## src/rtl/sstamp_pkg.sv

```systemverilog
package sstamp_pkg;
  typedef struct packed {
    logic clear;
    logic edgeHit;
    logic measure;
    logic setCnt;
    logic addCnt;
    logic capture;
    logic latchRef;
    logic minReset;
  } stampStrobe_t;
endpackage

```

## src/rtl/sstamp_ctrl.sv

```systemverilog
module sstamp_ctrl
  import sstamp_pkg::*;
#(
  parameter int CNT_W = 16
) (
  input  logic             clk,
  input  logic             rstN,
  input  logic             enable,
  input  logic             wordClk,
  input  logic             eventPulse,
  input  logic [CNT_W-1:0] wrData,
  input  logic             wrInTrig,
  input  logic             wrOutTrig,
  input  logic             wrSet,
  input  logic             wrAdd,
  input  logic             wrMinReset,
  input  logic             rdWordCnt,
  input  logic             armIn,
  input  logic             armOut,
  input  logic [CNT_W-1:0] wordCnt,
  output stampStrobe_t     strobe,
  output logic             inReady,
  output logic             outReady,
  output logic             inStart,
  output logic             outStart
);
  localparam int NSTREAM = 2;

  logic wordClkD;
  logic seenEdge;
  logic riseHit;

  always_ff @(posedge clk or negedge rstN) begin
    if (!rstN) wordClkD <= 1'b0;
    else       wordClkD <= wordClk;
  end

  assign riseHit = wordClk & ~wordClkD;

  always_ff @(posedge clk or negedge rstN) begin
    if (!rstN)        seenEdge <= 1'b0;
    else if (!enable) seenEdge <= 1'b0;
    else if (riseHit) seenEdge <= 1'b1;
  end

  always_comb begin
    strobe.clear    = ~enable;
    strobe.edgeHit  = enable & riseHit;
    strobe.measure  = enable & riseHit & seenEdge;
    strobe.setCnt   = enable & wrSet;
    strobe.addCnt   = enable & wrAdd;
    strobe.capture  = enable & eventPulse;
    strobe.latchRef = enable & rdWordCnt;
    strobe.minReset = wrMinReset;
  end

  logic [NSTREAM-1:0] armVec, wrTrigVec, readyVec, startVec;
  assign armVec    = {armOut, armIn};
  assign wrTrigVec = {wrOutTrig, wrInTrig};

  for (genvar g = 0; g < NSTREAM; g++) begin : g_stream
    logic [CNT_W-1:0] trigReg;
    logic             hit;

    always_ff @(posedge clk or negedge rstN) begin
      if (!rstN)             trigReg <= '0;
      else if (wrTrigVec[g]) trigReg <= wrData;
    end

    assign hit = readyVec[g] && (wordCnt == trigReg);

    always_ff @(posedge clk or negedge rstN) begin
      if (!rstN) begin
        readyVec[g] <= 1'b0;
        startVec[g] <= 1'b0;
      end else if (!enable) begin
        readyVec[g] <= 1'b0;
        startVec[g] <= 1'b0;
      end else begin
        startVec[g] <= 1'b0;
        if (hit) begin
          readyVec[g] <= 1'b0;
          startVec[g] <= 1'b1;
        end else if (armVec[g]) begin
          readyVec[g] <= 1'b1;
        end
      end
    end

    // a start pulse lasts one cycle
    p_start_oneshot_r8: assert property (@(posedge clk) disable iff (!rstN)
      startVec[g] |=> !startVec[g]);

    // a match on an armed stream drops ready and fires start
    p_ready_fall_r8: assert property (@(posedge clk) disable iff (!rstN)
      (enable && readyVec[g] && (wordCnt == trigReg)) |=> (!readyVec[g] && startVec[g]));

    // disable clears the stream state
    p_stream_clear_r4: assert property (@(posedge clk) disable iff (!rstN)
      !enable |=> (!readyVec[g] && !startVec[g]));
  end

  assign inReady  = readyVec[0];
  assign outReady = readyVec[1];
  assign inStart  = startVec[0];
  assign outStart = startVec[1];
endmodule

```

## src/rtl/sstamp_dp.sv

```systemverilog
module sstamp_dp
  import sstamp_pkg::*;
#(
  parameter int CNT_W = 16
) (
  input  logic             clk,
  input  logic             rstN,
  input  stampStrobe_t     strobe,
  input  logic [CNT_W-1:0] wrData,
  input  logic             wrModulus,
  output logic [CNT_W-1:0] refCnt,
  output logic [CNT_W-1:0] wordCnt,
  output logic [CNT_W-1:0] periodVal,
  output logic [CNT_W-1:0] minPeriod,
  output logic [CNT_W-1:0] captRef,
  output logic [CNT_W-1:0] captWord,
  output logic [CNT_W-1:0] refLatched
);
  localparam int SW = CNT_W + 2;

  logic [CNT_W-1:0] modReg;
  logic [CNT_W:0]   modFull;
  logic [CNT_W-1:0] baseVal;
  logic [CNT_W-1:0] nextPeriod;
  logic [SW-1:0]    sumRaw, sumRed;

  always_ff @(posedge clk or negedge rstN) begin
    if (!rstN)          modReg <= '0;
    else if (wrModulus) modReg <= wrData;
  end

  assign modFull    = (modReg == '0) ? {1'b1, {CNT_W{1'b0}}} : {1'b0, modReg};
  assign baseVal    = strobe.setCnt ? wrData : wordCnt;
  assign sumRaw     = SW'(baseVal) + SW'(strobe.edgeHit) + (strobe.addCnt ? SW'(wrData) : SW'(0));
  assign sumRed     = (sumRaw >= SW'(modFull)) ? (sumRaw - SW'(modFull)) : sumRaw;
  assign nextPeriod = refCnt + 1'b1;

  always_ff @(posedge clk or negedge rstN) begin
    if (!rstN) begin
      refCnt <= '0; wordCnt <= '0; periodVal <= '0;
    end else if (strobe.clear) begin
      refCnt <= '0; wordCnt <= '0; periodVal <= '0;
    end else begin
      refCnt <= strobe.edgeHit ? '0 : nextPeriod;
      if (strobe.measure) periodVal <= nextPeriod;
      if (strobe.edgeHit || strobe.setCnt || strobe.addCnt) wordCnt <= sumRed[CNT_W-1:0];
    end
  end

  always_ff @(posedge clk or negedge rstN) begin
    if (!rstN)                                 minPeriod <= '1;
    else if (strobe.clear || strobe.minReset)  minPeriod <= '1;
    else if (strobe.measure && (nextPeriod < minPeriod)) minPeriod <= nextPeriod;
  end

  always_ff @(posedge clk or negedge rstN) begin
    if (!rstN) begin
      captRef <= '0; captWord <= '0; refLatched <= '0;
    end else if (strobe.clear) begin
      captRef <= '0; captWord <= '0; refLatched <= '0;
    end else begin
      if (strobe.capture) begin
        captRef  <= refCnt;
        captWord <= wordCnt;
      end
      if (strobe.latchRef) refLatched <= refCnt;
    end
  end

  // the sub-period counter restarts after a rising edge
  p_ref_restart_r1: assert property (@(posedge clk) disable iff (!rstN)
    (strobe.edgeHit && !strobe.clear) |=> (refCnt == '0));

  // after a measurement the minimum never exceeds the new period
  p_min_bound_r7: assert property (@(posedge clk) disable iff (!rstN)
    (strobe.measure && !strobe.minReset) |=> (minPeriod <= periodVal));

  // clearing empties counters and captures
  p_clear_r4: assert property (@(posedge clk) disable iff (!rstN)
    strobe.clear |=> (refCnt == '0 && wordCnt == '0 && captRef == '0 && captWord == '0 && minPeriod == '1));

  // the latched value is the count seen at the read strobe
  p_latch_r9: assert property (@(posedge clk) disable iff (!rstN)
    (strobe.latchRef && !strobe.clear) |=> (refLatched == $past(refCnt)));

  // the capture holds the frame count seen at the event
  p_capture_r3: assert property (@(posedge clk) disable iff (!rstN)
    (strobe.capture && !strobe.clear) |=> (captWord == $past(wordCnt)));
endmodule

```

## src/rtl/sstamp_top.sv

```systemverilog
module sstamp_top
  import sstamp_pkg::*;
#(
  parameter int CNT_W = 16
) (
  input  logic             clk,
  input  logic             rstN,
  input  logic             enable,
  input  logic             wordClk,
  input  logic             eventPulse,
  input  logic [CNT_W-1:0] wrData,
  input  logic             wrModulus,
  input  logic             wrInTrig,
  input  logic             wrOutTrig,
  input  logic             wrSet,
  input  logic             wrAdd,
  input  logic             wrMinReset,
  input  logic             rdWordCnt,
  input  logic             armIn,
  input  logic             armOut,
  output logic [CNT_W-1:0] refCount,
  output logic [CNT_W-1:0] refLatched,
  output logic [CNT_W-1:0] wordCount,
  output logic [CNT_W-1:0] periodOut,
  output logic [CNT_W-1:0] minPeriod,
  output logic [CNT_W-1:0] captRef,
  output logic [CNT_W-1:0] captWord,
  output logic             inReady,
  output logic             outReady,
  output logic             inStart,
  output logic             outStart
);
  stampStrobe_t strobe;

  sstamp_ctrl #(.CNT_W(CNT_W)) u_ctrl (
    .clk(clk), .rstN(rstN), .enable(enable), .wordClk(wordClk),
    .eventPulse(eventPulse), .wrData(wrData), .wrInTrig(wrInTrig),
    .wrOutTrig(wrOutTrig), .wrSet(wrSet), .wrAdd(wrAdd),
    .wrMinReset(wrMinReset), .rdWordCnt(rdWordCnt), .armIn(armIn),
    .armOut(armOut), .wordCnt(wordCount), .strobe(strobe),
    .inReady(inReady), .outReady(outReady), .inStart(inStart),
    .outStart(outStart)
  );

  sstamp_dp #(.CNT_W(CNT_W)) u_dp (
    .clk(clk), .rstN(rstN), .strobe(strobe), .wrData(wrData),
    .wrModulus(wrModulus), .refCnt(refCount), .wordCnt(wordCount),
    .periodVal(periodOut), .minPeriod(minPeriod), .captRef(captRef),
    .captWord(captWord), .refLatched(refLatched)
  );
endmodule

```

## config.mk

```make
export PLATFORM = sky130hd
export DESIGN_NAME = sstamp_top
export DESIGN_NICKNAME = d
export VERILOG_FILES = /design/src/rtl/sstamp_pkg.sv /design/src/rtl/sstamp_ctrl.sv /design/src/rtl/sstamp_dp.sv /design/src/rtl/sstamp_top.sv
export SDC_FILE = /design/constraint.sdc
export NUM_CORES = 1
export LEC_CHECK = 0
export BUFFER_PORTS_ARGS = -buffer_cell sky130_fd_sc_hd__buf_2
export CAP_MARGIN = 0
export CORE_MARGIN = 2
export CORE_UTILIZATION = 45
export DETAILED_ROUTE_END_ITERATION = 6
export PLACE_DENSITY = 0.68
export SYNTH_ARGS = -nofsm -noshare
export SYNTH_HDL_FRONTEND = slang
export SYNTH_SLANG_ARGS = --single-unit
```

## constraint.sdc

```tcl
create_clock -name clk -period 6 [get_ports clk]
set_input_delay 0.3 -clock clk [delete_from_list [all_inputs] [get_ports clk]]
set_output_delay 0.3 -clock clk [all_outputs]
set_load 0.1 [all_outputs]
```

Word-level counts from Yosys, hierarchy flattened. Index checks and enable logic that the tools add are counted.

Add/sub/neg operators: 4. Order comparisons: 2. Equality and inequality tests: 9. Muxes and demuxes: 30. Bitwise operators: 9. Reductions and logical operators: 8.

Operators by type and width (number): 2-to-1 mux 16 bit (17); equality test 16 bit (2); adder 17 x 16 -> 18 bit (1); >= comparator 18 x 17 -> 1 bit (1); adder 16 x 1 -> 17 bit (1); 2-to-1 mux 17 bit (1); adder 16 x 1 -> 16 bit, second input constant (1); logical NOT 16 bit (1); less-than comparator 16 bit (1); subtractor 16 bit (1); 2-to-1 mux 1 bit (12); != test 2 x 1 -> 1 bit, second input constant (5); bitwise AND 1 bit (7); != test 3 x 1 -> 1 bit, second input constant (2); logical AND 1 bit (3); logical OR 1 bit (3); NOT 1 bit (2); nonzero test 2 bit (1).

Register bits after elaboration: 166. Input bits: 30. Output and inout port bits: 116. Logic and storage cells: 78.

Logic depth before layout (Yosys ltp). Gate-level depths: netlist (run 1).

Word-level depth: 9. Gate-level depth with buffers: 21. Gate-level depth less buffers: 18.

Cells and area by module. Synthesis (run 1) repeated with hierarchy kept, for this count alone.

Cell total of the unflattened synthesis: 943. Area total of the unflattened synthesis: 9489.1 um^2.

Modules (own cells, without submodules): sstamp_dp (times used 1, cells each 812, area an instance 7707.4 um^2); sstamp_ctrl (times used 1, cells each 131, area an instance 1781.7 um^2).

Worst setup path before layout (run 1). Ideal clock, no wire load.

Path type: input to register. Start: in enable. End: reg u_dp.wordCnt[9]. Library setup time: 0.122 ns. Arrival time: 4.445 ns. Slack: 1.433 ns. Cell stages on the path: 18. Cell sequence: buf_2 > nand2_1 > clkbuf_1 > mux2_2 > ha_1 > a21o_1 > or3_1 > a221oi_2 > and2b_2 > o21ai_0 > nand2b_1 > ha_1 > a21oi_1 > o311a_1 > nand3_1 > nand2_4 > mux2_1 > a22o_1.

Longest elaborated chain between the ends: 8. Elaborated cells between the ends (all ways): 15. Those cells by class: add/sub (3); order compare (1); eq/ne (1); mux (5); bitwise (3); reduce/logical (2).

RTL lines: start, declared (line sstamp_top.sv:8) `input logic enable,`; bitwise AND 1 bit (line sstamp_ctrl.sv:50) `strobe.setCnt = enable & wrSet;`; 2-to-1 mux 16 bit (line sstamp_dp.sv:33) `assign baseVal = strobe.setCnt ? wrData : wordCnt;`; adder 16 x 1 -> 17 bit (line sstamp_dp.sv:34) `assign sumRaw = SW'(baseVal) + SW'(strobe.edgeHit) + (strobe.addCnt ? SW'(wrData) : SW'(0));`; adder 17 x 16 -> 18 bit (line sstamp_dp.sv:34); subtractor 16 bit / >= comparator 18 x 17 -> 1 bit (equally long branches) (line sstamp_dp.sv:35) `assign sumRed = (sumRaw >= SW'(modFull)) ? (sumRaw - SW'(modFull)) : sumRaw;`; 2-to-1 mux 16 bit (line sstamp_dp.sv:35); 2-to-1 mux 16 bit (line sstamp_dp.sv:46) `if (strobe.edgeHit || strobe.setCnt || strobe.addCnt) wordCnt <= sumRed[CNT_W-1:0];`; 2-to-1 mux 16 bit (line sstamp_dp.sv:41) `end else if (strobe.clear) begin`; end signal, assigned (line sstamp_dp.sv:46); end, declared (line sstamp_dp.sv:12) `output logic [CNT_W-1:0] wordCnt,`.

Parallel ways exist; a longest one is shown, timed or not. The select of a mux whose other input is x is not followed. A chain may end at the register's enable or synchronous reset.

Final worst setup path (run 1).
Start: in wordClk. End: reg u_dp.wordCnt[9].

Longest elaborated chain between the ends: 8. Elaborated cells between the ends (all ways): 12. Those cells by class: add/sub (3); order compare (1); eq/ne (1); mux (3); bitwise (2); reduce/logical (2).

RTL lines: start, declared (line sstamp_top.sv:9) `input logic wordClk,`; bitwise AND 1 bit * (line sstamp_ctrl.sv:38) `assign riseHit = wordClk & ~wordClkD;`; bitwise AND 1 bit * (line sstamp_ctrl.sv:48) `strobe.edgeHit = enable & riseHit;`; adder 16 x 1 -> 17 bit (line sstamp_dp.sv:34); adder 17 x 16 -> 18 bit (line sstamp_dp.sv:34); subtractor 16 bit / >= comparator 18 x 17 -> 1 bit (equally long branches) (line sstamp_dp.sv:35); 2-to-1 mux 16 bit (line sstamp_dp.sv:35); 2-to-1 mux 16 bit (line sstamp_dp.sv:46); 2-to-1 mux 16 bit (line sstamp_dp.sv:41).

Every way passes the cells marked *; elsewhere a longest branch is shown, timed or not. The select of a mux whose other input is x is not followed.

==> summary.txt, run 1 <==
Timing
  – # setup viols final: 0
  – Final Skew: between 9 and 10 ps
  – Final hold slack: -25.0 ps
  – Max Freq: 0.208 GHz
  – Period utilization: 80.0%
  – Final-report hold violation count: 10
  – RSZ-0062 raised after global routing: false
  – Final worst slack: 1200 ps
  – Setup TNS: 0 ps
  – Worst-Margin Slew: 1160 ps
  – Fin. max-slew vios: 0
  – Slew margin rel.: 22.8%
  – Final min period: 4800 ps

Power
  – Total power: 4100 µW
  – Lkg Pwr: about 0.0057 µW
  – Worst vdd ir: 0.000286 V
  – Power per cell area: 372 mW/mm²

Die
  – Die Wd: ~150 µm
  – Die height: around 150 µm
  – Core area: 0.0204 mm²
  – Die area: between 0.02 and 0.025 mm²
  – Row count: 52
  – Initial core utilization: 46.3%
  – IO Count: 146

Synth
  – Area of the mapped netlist: 0.00943 mm²
  – Multiplexer area fraction after synthesis: 13.7%
  – Mean Syn Cell Area: 10.3 µm²
  – Most used flip-flop cell after synthesis: dfrtp_1
  – Number of enable flip-flop cells after synthesis: 0
  – Synth Area in Compound Gates: 9.48%
  – Share of the synthesized area in the top cell type: 39.8%
  – Post-Syn Nets: about 1,000
  – Sequential area share after synthesis: roughly 44%
  – Unique masters post-synth: 56
  – Adder-cell share of the synthesized area: 7.01%
  – Dominant cells by area after synthesis: dfrtp_1, mux2i_1, ha_1
  – Ys Warns: 0
  – Most common cell in the synthesized netlist: dfrtp_1
  – Yosys top cell by area: dfrtp_1
  – Commonest cells post-synth: dfrtp_1, mux2i_1, nand2_1
  – Main combinational cell family by area after synthesis: simple AND/OR/NAND/NOR gates
  – Synth Area in XOR/XNOR: 6.60%
  – Post-Synthesis Cells: between 900 and 1,000
  – Register bit total from synthesis: about 170
  – Simple-Gate Fraction of Synth Area: 15.0%
  – Synth async-reset ratio: 100%

Global route
  – Vias in the first global route: 7,286
  – GRT Resource Usage Total: roughly a quarter
  – First-pass GRT wire length: 40,200 µm
  – Largest net degree at the start of global routing: just over 100
  – Initial antenna violation count: 1
  – Total grt overflow: 0

Final layout
  – Nets@finish: 1,128
  – Multi-input logic area: 0.00488 mm²
  – Area grow syn2layout: 16.8%
  – Layout cells sized above 1: 24.1%
  – Filler cell count: 1,833
  – Register Area: 0.00417 mm²

Worst setup path
  – R2R Path End: u_dp.wordCnt[9]
  – CP max stage cell: dlygate4sd3_1
  – R2r startpoint: u_ctrl.wordClkD
  – Slowest stage delay, CP: 560 ps
  – Crit path required time: between 6000 and 7000 ps
  – R2R depth: 18
  – Worst Setup End Kind: register
  – Critical Path, Cell by Cell: dlygate4sd3_1 -> buf_2 -> nor2b_1 -> nand2_1 -> fa_1 -> fa_1 -> nand2b_1 -> a21oi_1 -> nor2_1 -> o21ai_0 -> a21o_1 -> xor2_1 -> ha_1 -> a21oi_1 -> o21a_1 -> and3_1 -> a21oi_2 -> nand2_4 -> mux2_1 -> a22o_1
  – CP bufs+invs: 2
  – CP top delay family: compound AO/OA/AOI/OAI gates
  – Largest fanout on the critical path: 17
  – WS Path Type: input port to register
  – Startpoint types: input port
  – Crit path arrival time: 5120 ps
  – R2r setup slk: 1420 ps

Placed design
  – Post-DP HPWL: 18,500 µm
  – Post-Place Setup Slack: 981 ps
  – Placer Congestion: 0.925
  – Port Buf Inserts: 145

Clock tree
  – Clk_lat worst skew: 430 ps
  – Num CTS Buffers: 17
  – Root buffer cell: clkbuf_16
  – CTS max path bufs: 2
  – Htree depth: 4
  – CTS clk-pin slew, worst paths: ~70 ps
  – TritonCTS clock tree: built
  – CTS sink count: 166

Detailed routing
  – Remaining antenna violation count: 0
  – Final WL: 25,400 µm
  – Residual DRC: 0
  – DRT iter0 DRCs: 370
  – Drt pass-1 iters: 5
  – Avg WL per Cell: around 19 µm
  – Vias/cell: 5.44
  – Vias post-DR: 7,237

Status
  – Outcome: finished, violations left
  – Failing checks: hold timing

Job
  – Max-Cap Viols: 0

Hold path
  – Worst hold path type: input port to async pin
[flip-flops by register name (all words and copies together), names as in the netlist]
name,count
u_ctrl.g_stream.trigReg,32
u_dp.captRef,16
u_dp.captWord,16
u_dp.minPeriod,16
u_dp.modReg,16
u_dp.periodVal,16
u_dp.refCnt,16
u_dp.refLatched,16
u_dp.wordCnt,16
u_ctrl.inReady,1
u_ctrl.inStart,1
u_ctrl.outReady,1
u_ctrl.outStart,1
u_ctrl.seenEdge,1
u_ctrl.wordClkD,1
[power breakdown]
part           total, µW  internal, µW  switching, µW
registers           1350          1210            141
clock network       1180           680            498
logic               1570           514           1050
total               4100          2400           1690
[routing by layer]
metal	part of all wire [%]	wire length, µm	global-route usage, %
met5	0	0	0
met4	1.9	487	6.67
met3	5.3	1360	4.29
met2	49	12300	39.6
met1	44	11200	31.1
[worst max-delay path by stage]
stage	start	to	slack, ps	cells after the start
2_1_floorplan	enable	u_dp.wordCnt[9]	1430	18
3_3_place_gp	wrSet	u_dp.wordCnt[9]	1020	17
3_5_place_dp	wrSet	u_dp.wordCnt[9]	980	17
4_1_cts	wordClk	u_dp.wordCnt[9]	1200	19
5_1_grt	wordClk	u_dp.wordCnt[9]	780	19
6_report	wordClk	u_dp.wordCnt[9]	1200	20
[metrics by stage]
stage | cells | util, % | instance area, µm²
detailed placement | 1297 | 50.9 | 10400
global route | 1331 | 54.1 | 11000
floorplan | 916 | - | 9430
finish | 1331 | 54.1 | 11000
CTS | 1330 | 54.1 | 11000
global placement | 1297 | 50.9 | 10400
[cell usage in the layout, fill, tap and decap left out, types with 25 or more instances in the layout]
cell	synthesis	layout
a21oi_1	28	27
and3_1	25	25
buf_2	5	144
dfrtp_1	150	150
ha_1	48	48
inv_1	52	52
mux2_2	48	48
mux2i_1	74	74
nand2_1	68	68
nand3_1	28	28
nor2_1	43	43
nor2b_1	56	56
o21ai_0	52	52
xnor2_1	46	46
xor2_1	25	25
[cell families after synthesis]
family / count (synthesis)
xor gates and xnor gates: 71
adders and majority gates: 51
AOI/OAI and AO/OA: 141
DFF: 166
and+or+nand+nor: 272
muxes: 123
buffers and inverters: 92
[worst register-to-register path, stage by stage (launching register included)]
cell and delay, ps:
dfrtp_1 360, nor2b_1 170, nand2_1 120, fa_1 490
fa_1 400, nand2b_1 180, a21oi_1 190, nor2_1 130
o21ai_0 200, a21o_1 150, xor2_1 330, ha_1 270
a21oi_1 110, o21a_1 240, and3_1 190, a21oi_2 170
nand2_4 190, mux2_1 370, a22o_1 200
[final cells by class]
cell class | count | share of cell area (%)
multi-input combinational | 658 | 44.4
sequential | 166 | 37.9
timing repair buffer | 152 | 7.15
clock buffer | 18 | 3.99
tap | 270 | 3.07
inverter | 52 | 1.77
clock inverter | 14 | 1.74
antenna | 1 | 0.0227
[what timing repair did]
item / CTS / global route
gates resized for setup: 0 / 0
setup buffers: 0 / 0
hold buffers: 1 / 0
endpoints found under the hold margin: 1 / 0
(Power assumes the default switching activity.)
==> run 2, diff against run 1 <==
--- a/config.mk
+++ b/config.mk
@@ -10,7 +10,7 @@
 export CORE_MARGIN = 2
 export CORE_UTILIZATION = 45
 export DETAILED_ROUTE_END_ITERATION = 6
-export PLACE_DENSITY = 0.68
+export PLACE_DENSITY = 0.7
 export SYNTH_ARGS = -nofsm -noshare
 export SYNTH_HDL_FRONTEND = slang
 export SYNTH_SLANG_ARGS = --single-unit
==> constraint.sdc (replaced) <==
create_clock -name clk -period 4.4 [get_ports clk]
set_input_delay 0.22 -clock clk [delete_from_list [all_inputs] [get_ports clk]]
set_output_delay 0.22 -clock clk [all_outputs]
set_load 0.1 [all_outputs]
==> run 2 against run 1 <==
The flow now finishes without violations. Final cell count is 3.7% higher. Core utilization grew 2.0 points. Sequential share of layout area down 1.3 points. Worst hold slack better by 99 ps. First-iteration DRC count decreased by 2.7%. Routed wire length increased by 2.0%. Final area grew 3.6%. Register-to-register slack lost 1200 ps. Clock power up 25%. Critical path depth decreased by 1. Via count increased by 4.0%. Die area is the same. Critical path type is now register to register. Highest routed layer unchanged.
==> summary.txt, run 2 (synthesized netlist as in run 1, its figures left out) <==
Placed design
  – Post-Place Setup Slack: -35.1 ps (-1020 ps)
  – Placer Congestion: 0.953 (+3.1%)
  – Port Buf Inserts: 145 (unchanged)
  – Post-DP HPWL: 19,300 µm (+4.3%)

Worst setup path
  – CP max stage cell: fa_2
  – R2r setup slk: 200 ps (-1220 ps)
  – Crit path arrival time: 4480 ps (-640 ps)
  – CP bufs+invs: 2 (unchanged)
  – Critical Path, Cell by Cell: nor2b_2 -> nand2_1 -> fa_2 -> nand2b_1 -> a21oi_2 -> nor2_1 -> o41ai_1 -> buf_4 -> o22ai_1 -> xnor2_1 -> ha_1 -> a21o_1 -> a21oi_1 -> o311a_1 -> nand3_2 -> nand2_4 -> buf_4 -> mux2i_1 -> o21ai_0
  – CP top delay family: compound AO/OA/AOI/OAI gates
  – Largest fanout on the critical path: 6 (-11)
  – Crit path required time: 4680 ps (-1640 ps)
  – Slowest stage delay, CP: 420 ps (-140 ps)
  – WS Path Type: register to register
  – Worst Setup End Kind: register
  – Startpoint types: register
  – CP dominant cell by count: buf_4

Detailed routing
  – DRT iter0 DRCs: 360 (-2.7%)
  – Remaining antenna violation count: 0 (unchanged)
  – Residual DRC: 0 (unchanged)
  – Drt pass-1 iters: 5 (unchanged)
  – Final WL: 25,900 µm (+2.0%)
  – Avg WL per Cell: 18.8 µm (-1.7%)
  – Vias post-DR: 7,527 (+4.0%)
  – Vias/cell: 5.45 (+0.31%)

Final layout
  – Area grow syn2layout: 21.1%
  – Register Area: 0.00418 mm² (about the same)
  – Nets@finish: 1,176 (+4.3%)
  – Most frequent cells in the layout: dfrtp_1, buf_2, mux2i_1
  – Layout Utilization: 56.0% (+2.0 points)
  – Layout cells sized above 1: 28.6% (+4.6 points)
  – Largest register FFs: 32 (unchanged)
  – Filler cell count: 1,814 (-1.0%)
  – Multi-input logic area: 0.00495 mm² (+1.3%)
  – Most flop-heavy register: u_ctrl.g_stream.trigReg
  – Most common cell after layout, fill and taps aside: dfrtp_1

Clock tree
  – CTS clk-pin slew, worst paths: 70 ps (about the same)
  – CTS sink count: 166 (unchanged)
  – Clk_lat worst skew: 430 ps (about the same)
  – Htree depth: 4 (unchanged)
  – CTS max path bufs: 2 (unchanged)
  – Num CTS Buffers: 17 (unchanged)
  – TritonCTS clock tree: built
  – Root buffer cell: clkbuf_16

Power
  – Logic pwr share: 43.9% (+5.6 points)
  – Sw Pwr: 2370 µW (+40%)
  – Switching Share: 41.5% (+0.13 points)
  – Seq pwr share: 30.4% (-2.5 points)
  – Clock power share: 25.7% (-3.1 points)
  – Total power: 5710 µW (+39%)
  – Lkg Pwr: 0.00597 µW (+4.0%)
  – P_int: 3340 µW (+39%)
  – Worst vdd ir: 0.000435 V (+52%)
  – Power per cell area: 501 mW/mm² (+35%)

Job
  – Max-Cap Viols: 0 (unchanged)

Global route
  – First-pass GRT wire length: 40,600 µm (+1.0%)
  – Vias in the first global route: 7,200 (-1.2%)
  – Total grt overflow: 0 (unchanged)
  – Largest net degree at the start of global routing: 93 (-9.7%)
  – Initial antenna violation count: 2 (+1)
  – GRT Resource Usage Total: 23.7% (+0.26 points)

Timing
  – Worst-Margin Slew: 1180 ps (+17.9 ps)
  – Setup TNS: 0 ps (unchanged)
  – Fin. max-slew vios: 0 (unchanged)
  – Final Skew: 8.79 ps (-0.384 ps)
  – Final worst slack: 195 ps (-1000 ps)
  – Period utilization: between 90% and 100%
  – Final-report hold violation count: 0 (-10)
  – Max Freq: ~0.24 GHz
  – Final hold slack: 73.9 ps (+98.8 ps)
  – # setup viols final: 0 (unchanged)
  – Final min period: approximately 4200 ps
  – Slew margin rel.: 21.4% (-1.4 points)

Die
  – Die height: 149 µm (unchanged)
  – Die Wd: 149 µm (unchanged)
  – Initial core utilization: 46.3% (unchanged)
  – Die area: 0.0221 mm² (unchanged)
  – IO Count: 146 (unchanged)
  – Row count: 52 (unchanged)
  – Core area: 0.0204 mm² (unchanged)

Hold path
  – Worst hold path type: input port to register

Status
  – Outcome: complete, no violations
run 2: changes by cell type in the layout (fill, tap and decap cells not counted), moves of 2 or more:
cell | previous run | this run
o21ai_1 | 0 | 4
bufinv_16 | 3 | 1
inv_6 | 5 | 3
fa_2 | 0 | 2
clkbuf_1 | 0 | 2
a21oi_2 | 2 | 5
buf_12 | 0 | 2
dfrtp_1 | 150 | 148
dfrtp_2 | 0 | 2
buf_4 | 6 | 50
a21oi_1 | 27 | 24
fa_1 | 3 | 1
o21ai_0 | 52 | 48
run 2: through the flow:
step / instances / instance area [µm²]
5_1_grt: 1379 / 11400
3_3_place_gp: 1342 / 10700
2_1_floorplan: 916 / 9430
6_report: 1380 / 11400
4_1_cts: 1376 / 11300
3_5_place_dp: 1342 / 10700
run 2: cell type report:
type	count	share of cell area [%]
clock buffers	20	3.91
flip-flops and latches	166	36.6
multi-input cells	658	43.4
repair buffers	200	10.3
inverters	52	1.71
diodes	2	0.0439
well taps	270	2.96
clock inverters	12	1.06
run 2: timing repair:
| item | 4_1_cts | 5_1_grt |
|---|---|---|
| setup buffers | 0 | 2 |
| hold endpoints to repair | 59 | 0 |
| gates resized for setup | 0 | 20 |
| setup endpoints to repair | 0 | 16 |
| hold buffers | 2 | 0 |
run 2: worst paths after layout:
kind / start / depth (start not counted) / end
setup / recovery: u_ctrl.wordClkD / 19 / u_dp.wordCnt[11]
hold / removal: armOut / 3 / u_ctrl.outReady
setup reg to reg: u_ctrl.wordClkD / 19 / u_dp.wordCnt[11]
hold reg to reg: u_ctrl.seenEdge / 2 / u_ctrl.seenEdge
max in group asynchronous: rstN / 3 / u_dp.refLatched[15]
min in group asynchronous: rstN / 2 / u_dp.captRef[3]
run 2: power groups by stage:
stage | logic (µW) | registers, µW | clock network, µW
after floorplan | 1160 | 2340 | 0
after global placement | 2420 | 1760 | 0
after detailed placement | 2440 | 1760 | 0
after CTS | 2450 | 1730 | 1480
after global routing | 2680 | 1750 | 1560
final | 2510 | 1730 | 1470
run 2: routing by layer:
| metal | vias up | global-route usage [%] | wire, µm |
|---|---|---|---|
| li1 | 3542 | - | - |
| met1 | 3723 | 32.2 | 11500 |
| met2 | 227 | 39.6 | 12400 |
| met3 | 35 | 3.65 | 1480 |
| met4 | 0 | 7.00 | 488 |
| met5 | - | 0 | 0 |
run 2: tightest hold or removal path: stages:
cell and delay, ps:
buf_2 70, o21ai_0 80, nor2_1 100
